`src/rtl/attr_pkg.sv`:
```
package attr_pkg;
  localparam int CODE_W = 4;
  localparam int NCOL   = 1 << CODE_W;
  localparam int PAL_W  = 6;
  localparam int OUT_W  = 2 * CODE_W;
  localparam int IDX_W  = 5;
  localparam int CS_W   = 4;
  localparam logic [IDX_W-1:0] IDX_MODE = 5'h10;
  localparam logic [IDX_W-1:0] IDX_CSEL = 5'h11;
  localparam logic [IDX_W-1:0] IDX_RATE = 5'h12;
  localparam logic [7:0] MODE_RSVD_MASK = 8'h10;
  typedef logic [PAL_W-1:0]  pal_t;
  typedef logic [CODE_W-1:0] code_t;
endpackage

```
`src/rtl/attr_regs.sv`:
```
module attr_regs
  import attr_pkg::*;
#(
  parameter int RATE_W = 8
) (
  input  logic              clk,
  input  logic              rst_n,
  input  logic              reg_wr,
  input  logic [7:0]        reg_wdata,
  input  logic              port_rst,
  output logic [7:0]        rd_data,
  output logic [IDX_W-1:0]  idx_q,
  output logic              data_ph,
  output pal_t              pal [NCOL],
  output logic              m_gfx,
  output logic              m_blink,
  output logic              m_pass8,
  output logic              m_p54cs,
  output logic [CS_W-1:0]   cs_q,
  output logic [RATE_W-1:0] rate_q
);
  logic [7:0] mode_q;
  logic       wr_data;

  assign wr_data = reg_wr && data_ph && !port_rst;

  always_ff @(posedge clk) begin
    if (!rst_n) begin
      idx_q   <= '0;
      data_ph <= 1'b0;
    end else if (port_rst) begin
      data_ph <= 1'b0;
    end else if (reg_wr) begin
      if (!data_ph) idx_q <= reg_wdata[IDX_W-1:0];
      data_ph <= !data_ph;
    end
  end

  generate
    for (genvar g = 0; g < NCOL; g++) begin : g_pal
      always_ff @(posedge clk) begin
        if (!rst_n)
          pal[g] <= '0;
        else if (wr_data && idx_q == IDX_W'(g))
          pal[g] <= reg_wdata[PAL_W-1:0];
      end
    end
  endgenerate

  always_ff @(posedge clk) begin
    if (!rst_n) begin
      mode_q <= '0;
      cs_q   <= '0;
      rate_q <= '0;
    end else if (wr_data) begin
      case (idx_q)
        IDX_MODE: mode_q <= reg_wdata & ~MODE_RSVD_MASK;
        IDX_CSEL: cs_q   <= reg_wdata[CS_W-1:0];
        IDX_RATE: rate_q <= reg_wdata[RATE_W-1:0];
        default: ;
      endcase
    end
  end

  always_comb begin
    rd_data = '0;
    if (idx_q < IDX_W'(NCOL))
      rd_data = 8'(pal[idx_q[CODE_W-1:0]]);
    else begin
      case (idx_q)
        IDX_MODE: rd_data = mode_q;
        IDX_CSEL: rd_data = 8'(cs_q);
        IDX_RATE: rd_data = 8'(rate_q);
        default:  rd_data = '0;
      endcase
    end
  end

  assign m_gfx   = mode_q[0];
  assign m_blink = mode_q[3];
  assign m_pass8 = mode_q[6];
  assign m_p54cs = mode_q[7];
endmodule

```
`src/rtl/attr_blink.sv`:
```
module attr_blink #(
  parameter int RATE_W = 8
) (
  input  logic              clk,
  input  logic              rst_n,
  input  logic              vsync,
  input  logic [RATE_W-1:0] rate,
  output logic              blink_off
);
  logic              vs_d;
  logic [RATE_W-1:0] cnt;
  logic              vs_rise;

  assign vs_rise = vsync && !vs_d;

  always_ff @(posedge clk) begin
    if (!rst_n) begin
      vs_d      <= 1'b0;
      cnt       <= '0;
      blink_off <= 1'b0;
    end else begin
      vs_d <= vsync;
      if (vs_rise) begin
        if (cnt >= rate) begin
          cnt       <= '0;
          blink_off <= !blink_off;
        end else begin
          cnt <= cnt + 1'b1;
        end
      end
    end
  end
endmodule

```
`src/rtl/attr_pixpipe.sv`:
```
module attr_pixpipe
  import attr_pkg::*;
(
  input  logic            clk,
  input  logic            rst_n,
  input  logic            m_gfx,
  input  logic            m_blink,
  input  logic            m_pass8,
  input  logic            m_p54cs,
  input  logic [CS_W-1:0] cs,
  input  pal_t            pal [NCOL],
  input  logic            blink_off,
  input  logic            in_valid,
  output logic            in_ready,
  input  code_t           in_code,
  input  code_t           in_bg,
  input  logic            in_glyph,
  output logic            out_valid,
  input  logic            out_ready,
  output logic [OUT_W-1:0] out_data,
  output logic            half_full
);
  code_t      bg_code, sel_code, half_q;
  pal_t       entry;
  logic [1:0] upper2;
  logic [OUT_W-1:0] word16;
  logic       hide_fg, accept;

  always_comb begin
    bg_code = m_blink ? {1'b0, in_bg[CODE_W-2:0]} : in_bg;
    hide_fg = m_blink && in_bg[CODE_W-1] && blink_off;
    if (!m_gfx)
      sel_code = (in_glyph && !hide_fg) ? in_code : bg_code;
    else if (m_blink && blink_off)
      sel_code = {1'b0, in_code[CODE_W-2:0]};
    else
      sel_code = in_code;
  end

  assign entry  = pal[sel_code];
  assign upper2 = m_p54cs ? cs[1:0] : entry[5:4];
  assign word16 = {cs[3:2], upper2, entry[3:0]};

  assign in_ready = !out_valid || out_ready;
  assign accept   = in_valid && in_ready;

  always_ff @(posedge clk) begin
    if (!rst_n) begin
      out_valid <= 1'b0;
      out_data  <= '0;
      half_full <= 1'b0;
      half_q    <= '0;
    end else begin
      if (out_valid && out_ready) out_valid <= 1'b0;
      if (!m_pass8) half_full <= 1'b0;
      if (accept) begin
        if (!m_pass8) begin
          out_valid <= 1'b1;
          out_data  <= word16;
        end else if (!half_full) begin
          half_q    <= sel_code;
          half_full <= 1'b1;
        end else begin
          out_valid <= 1'b1;
          out_data  <= {half_q, sel_code};
          half_full <= 1'b0;
        end
      end
    end
  end
endmodule

```
`src/rtl/attr_pixmap.sv`:
```
module attr_pixmap
  import attr_pkg::*;
#(
  parameter int RATE_W = 8
) (
  input  logic       clk,
  input  logic       rst_n,
  input  logic       reg_wr,
  input  logic [7:0] reg_wdata,
  input  logic       port_rst,
  output logic [7:0] rd_data,
  input  logic       vsync,
  input  logic       in_valid,
  output logic       in_ready,
  input  logic [3:0] in_code,
  input  logic [3:0] in_bg,
  input  logic       in_glyph,
  output logic       out_valid,
  input  logic       out_ready,
  output logic [7:0] out_data
);
  logic [IDX_W-1:0]  idx_q;
  logic              data_ph;
  pal_t              pal [NCOL];
  logic              m_gfx, m_blink, m_pass8, m_p54cs;
  logic [CS_W-1:0]   cs_q;
  logic [RATE_W-1:0] rate_q;
  logic              blink_off, pair_half;

  attr_regs #(.RATE_W(RATE_W)) u_regs (
    .clk(clk), .rst_n(rst_n), .reg_wr(reg_wr), .reg_wdata(reg_wdata),
    .port_rst(port_rst), .rd_data(rd_data), .idx_q(idx_q), .data_ph(data_ph),
    .pal(pal), .m_gfx(m_gfx), .m_blink(m_blink), .m_pass8(m_pass8),
    .m_p54cs(m_p54cs), .cs_q(cs_q), .rate_q(rate_q)
  );

  attr_blink #(.RATE_W(RATE_W)) u_blink (
    .clk(clk), .rst_n(rst_n), .vsync(vsync), .rate(rate_q), .blink_off(blink_off)
  );

  attr_pixpipe u_pipe (
    .clk(clk), .rst_n(rst_n), .m_gfx(m_gfx), .m_blink(m_blink),
    .m_pass8(m_pass8), .m_p54cs(m_p54cs), .cs(cs_q), .pal(pal),
    .blink_off(blink_off), .in_valid(in_valid), .in_ready(in_ready),
    .in_code(in_code), .in_bg(in_bg), .in_glyph(in_glyph),
    .out_valid(out_valid), .out_ready(out_ready), .out_data(out_data),
    .half_full(pair_half)
  );
endmodule

```
`config.mk`:
```
export PLATFORM = sky130hd
export DESIGN_NAME = attr_pixmap
export DESIGN_NICKNAME = d
export VERILOG_FILES = /design/src/rtl/attr_pkg.sv /design/src/rtl/attr_regs.sv /design/src/rtl/attr_blink.sv /design/src/rtl/attr_pixpipe.sv /design/src/rtl/attr_pixmap.sv
export SDC_FILE = /design/constraint.sdc
export NUM_CORES = 1
export LEC_CHECK = 0
export BUFFER_PORTS_ARGS = -buffer_cell sky130_fd_sc_hd__buf_2
export CORE_MARGIN = 2
export CORE_UTILIZATION = 25
export DETAILED_ROUTE_END_ITERATION = 12
export PLACE_DENSITY = 0.36
export SLEW_MARGIN = 30
export SYNTH_ARGS = -nofsm -noshare
export SYNTH_HDL_FRONTEND = slang
export SYNTH_HIERARCHICAL = 1
export SYNTH_SLANG_ARGS = --single-unit
```
`constraint.sdc`:
```
create_clock -name clk -period 2.6 [get_ports clk]
set_input_delay 0.13 -clock clk [delete_from_list [all_inputs] [get_ports clk]]
set_output_delay 0.13 -clock clk [all_outputs]
set_load 0.02 [all_outputs]
```
==> impl.org <==
** Power
- In this run the power density over the cells is 564 nW/µm².
- Static leakage :: 3.87 nW
- Across the VDD grid, the largest voltage drop is 439 µV.

** Synthesis
- The synthesized netlist contains 79 unique library cells.
- For this run, the leading register cell type out of synthesis is dfxtp_1.
- Post-synthesis cell type with the largest combined area :: dfxtp_1
- Fraction of synthesized cell area taken by the top area cell type :: 35.1%
- Counting flops and latches in the post-synthesis netlist gives 145.
- Number of instances in the synthesized netlist :: 839
- Summing the sequential cell areas from Yosys gives 35.1% of the chip area.
- Post-synthesis async set-or-reset flop share :: 0%
- Cell types with the largest area share after synthesis :: dfxtp_1, mux2i_1, nor2b_1, mux4_2, nand2_1
- Avg Cell Area, Syn :: 9.85 µm²
- For this run, the number of Yosys warnings is 6.
- In this run, synthesis inferred 0 flip-flops with an integrated enable.
- Synthesized net count :: 872
- Mapped Area :: 8260 µm²

** Worst setup path
- CP required :: 2.47 ns
- Type of element capturing the critical path :: output port
- Kind of critical path :: flip-flop to output port
- Startpoint class of the critical path :: flip-flop
- Data on the critical path arrives at its endpoint at 2.40 ns.
- Critical Path Fanout Max :: 11

** Die
- Area of the placeable core :: 32500 µm²
- 42 I/O pins were placed.
- Die area :: 34500 µm²
- The die is 186 µm wide.
- Die Ht :: 186 µm
- The floorplan has 66 rows.
- Once the floorplan was initialized, standard cells occupied 25.4% of the core.

** Route
- In the routed design, unresolved DRC markers number 0.
- Final wirelength :: 30100 µm
- The count of nets left with antenna violations once routing finished came out at 0.
- Average wire per standard cell :: 22.5 µm
- Number of optimization iterations in the first detailed-route pass :: 5
- Detailed-route via count :: 6404
- Post-detailed-route via-to-cell ratio :: 4.78
- In this run, the number of DRC markers left after iteration 0 of detailed routing was 361.

** STA
- The tightest hold path in the finished design has a slack of 0.0467 ns.
- Worst slew margin relative to its limit :: 52.2%
- For the pin with the worst max-slew slack, the measured transition is 0.710 ns.
- Final hold violation count :: 0
- Count of endpoints failing setup in the final report :: 0
- Number of pins with negative max-slew slack in the final report :: 0
- For this run, the top clock speed supported by timing is 396 MHz.
- Post-layout minimum cycle time :: 2.53 ns
- Final-layout setup total negative slack :: 0 ns
- Fraction of the cycle the final worst path needs :: 97.2%
- Setup repair after global routing left no endpoint under its margin.
- Across the routed clock network, the largest skew measured is 0.0118 ns.
- Final worst-path setup slack :: 0.0729 ns

** Clock network
- The H-tree was split into 4 levels.
- After clock tree synthesis, the clock-pin slew on the worst setup and hold paths is 0.06 ns.
- Total number of clock tree sinks :: 145
- The tree is rooted in a clkbuf_16.
- Post-CTS Repair Setup Buffers :: 0
- CTS max path bufs :: 2
- TritonCTS built the clock tree.
- Clock latency on the worst-skew pair, taken at its later pin, is 0.44 ns.
- Number of clock buffers inserted by TritonCTS :: 17

** Global routing
- Total global routing track utilization :: 18.1%
- Pin count of the biggest net entering global routing :: 54
- Vias in the first global route :: 6412
- Antenna violations before repair :: 0
- First-pass GRT wire length :: 44700 µm
- Sum of overflow across all layers after global routing :: 0

** Cells and area
- Leaving out fill and tap cells, the most frequent cell in the layout is mux2i_1.
- Area growth from synthesis to layout :: 18.6%
- Antenna fix cells :: 0
- Commonest cells after routing, fill and taps aside :: mux2i_1, dfxtp_1, nor2b_1
- Fraction of layout instances using a drive strength above 1 :: 19.7%
- Utilization of the core after routing :: 30.1%
- Total number of nets in the final design :: 919
- With fillers left out, the area of the finished cells amounts to 9800 µm².

** Status
- Status :: completed

** Placement
- IO buf count :: 41
- Routability-driven placement finished with a final weighted congestion of 0.849.
- Timing analysis after detailed placement gives a worst setup slack of 0.130 ns.
- Detailed placer's ending HPWL :: 22400 µm
- The placed instances occupy a cell area of 9050 µm².

** Min path
- The worst hold path belongs to the class input port to flip-flop.

** Flow run
- Max-cap violations in this run came to 0.
-- critical path, cell delays in order (launching register included) --
cell and delay, ns:
dfxtp_1 0.41, or4bb_4 0.64, buf_4 0.18, o22ai_1 0.18
a311oi_2 0.08, o21ai_1 0.23, buf_2 0.23
-- routing by layer --
metal | global-route usage, % | wire length [µm] | vias to the layer above
li1 | - | - | 3113
met3 | 3.93 | 1390 | 31
met4 | 4.69 | 467 | 0
met2 | 28.4 | 13400 | 137
met1 | 25.0 | 14800 | 3123
met5 | 0 | 0 | -
-- report_power, final --
| part | internal [mW] | switching (mW) | total [mW] |
|---|---|---|---|
| clock network | 1.66 | 1.05 | 2.72 |
| logic | 0.210 | 0.338 | 0.548 |
| registers | 2.24 | 0.0280 | 2.27 |
-- registers in the layout (all words and copies together) (netlist names) --
name,count
u_pipe/half_q,4
u_blink/blink_off,1
u_regs/mode_q,7
u_regs/pal,96
u_regs/idx_q,5
u_pipe/half_full,1
u_pipe/out_data,8
u_pipe/out_valid,1
u_blink/cnt,8
u_regs/data_ph,1
u_blink/vs_d,1
u_regs/rate_q,8
u_regs/cs_q,4
-- cells in the mapped netlist (2+ instances only) --
cell type / number
o31ai_1: 2
and2_1: 10
buf_6: 3
or4b_1: 2
nor3_1: 3
o2bb2ai_1: 4
o22ai_1: 11
ha_1: 9
buf_1: 4
o2111ai_1: 2
nand2_1: 51
nor2_1: 27
or4bb_1: 2
and3_1: 8
mux2i_1: 179
a22o_1: 5
buf_2: 15
mux2_2: 4
o21a_1: 2
nand3_1: 14
inv_1: 13
and3b_1: 2
a22oi_1: 6
a311o_1: 2
xor2_1: 6
a2111oi_0: 4
nand3_2: 9
xnor2_1: 3
o211a_1: 5
nor4_4: 5
buf_4: 5
mux4_2: 12
nor2b_1: 130
nand4_1: 4
o41ai_1: 4
nand2b_1: 6
a21oi_1: 14
a211oi_1: 17
o21ai_0: 14
a221o_1: 3
clkbuf_1: 33
dfxtp_1: 145
nor3b_1: 4
-- final timing paths --
kind | slack [ns] | cells after the start | from | end
hold reg to reg | 0.50 | 1 | u_pipe/out_data[6] | u_pipe/out_data[6]
hold / removal | 0.05 | 3 | reg_wr | u_regs/data_ph
setup / recovery | 0.07 | 6 | u_regs/idx_q[4] | rd_data[5]
setup reg to reg | 0.25 | 7 | u_regs/mode_q[0] | u_pipe/out_data[3]
-- stage by stage --
step	power [mW]	cells
after CTS	5.61	1340
after global placement	2.85	1304
final	5.53	1341
after global routing	5.73	1341
after floorplan	2.66	839
after detailed placement	2.85	1304
-- final cells by class --
type / count / area, µm²
repair buffers: 90 / 619
inverters: 13 / 48.8
well taps: 442 / 553
clock inverters: 12 / 180
clock buffers: 20 / 457
fillers: 3455 / 22700
multi-input cells: 619 / 5040
flip-flops and latches: 145 / 2910
-- timing repair --
item	4_1_cts	5_1_grt
resized for setup	5	12
cloned	0	1
hold buffers	4	0
endpoints found under the hold margin	6	0
endpoints found under the setup margin	6	10
-- kinds of logic after synthesis --
kind of cell    count (synthesis)  synth area share (%)
simple gates                  293                  22.0
mux                           198                  26.1
flops                         145                  35.1
compound gates                110                  9.93
buf+inv                        75                  4.47
xor+xnor                        9                 0.954
fa+ha+maj                       9                  1.36
Power figures use the tool's default switching activity.
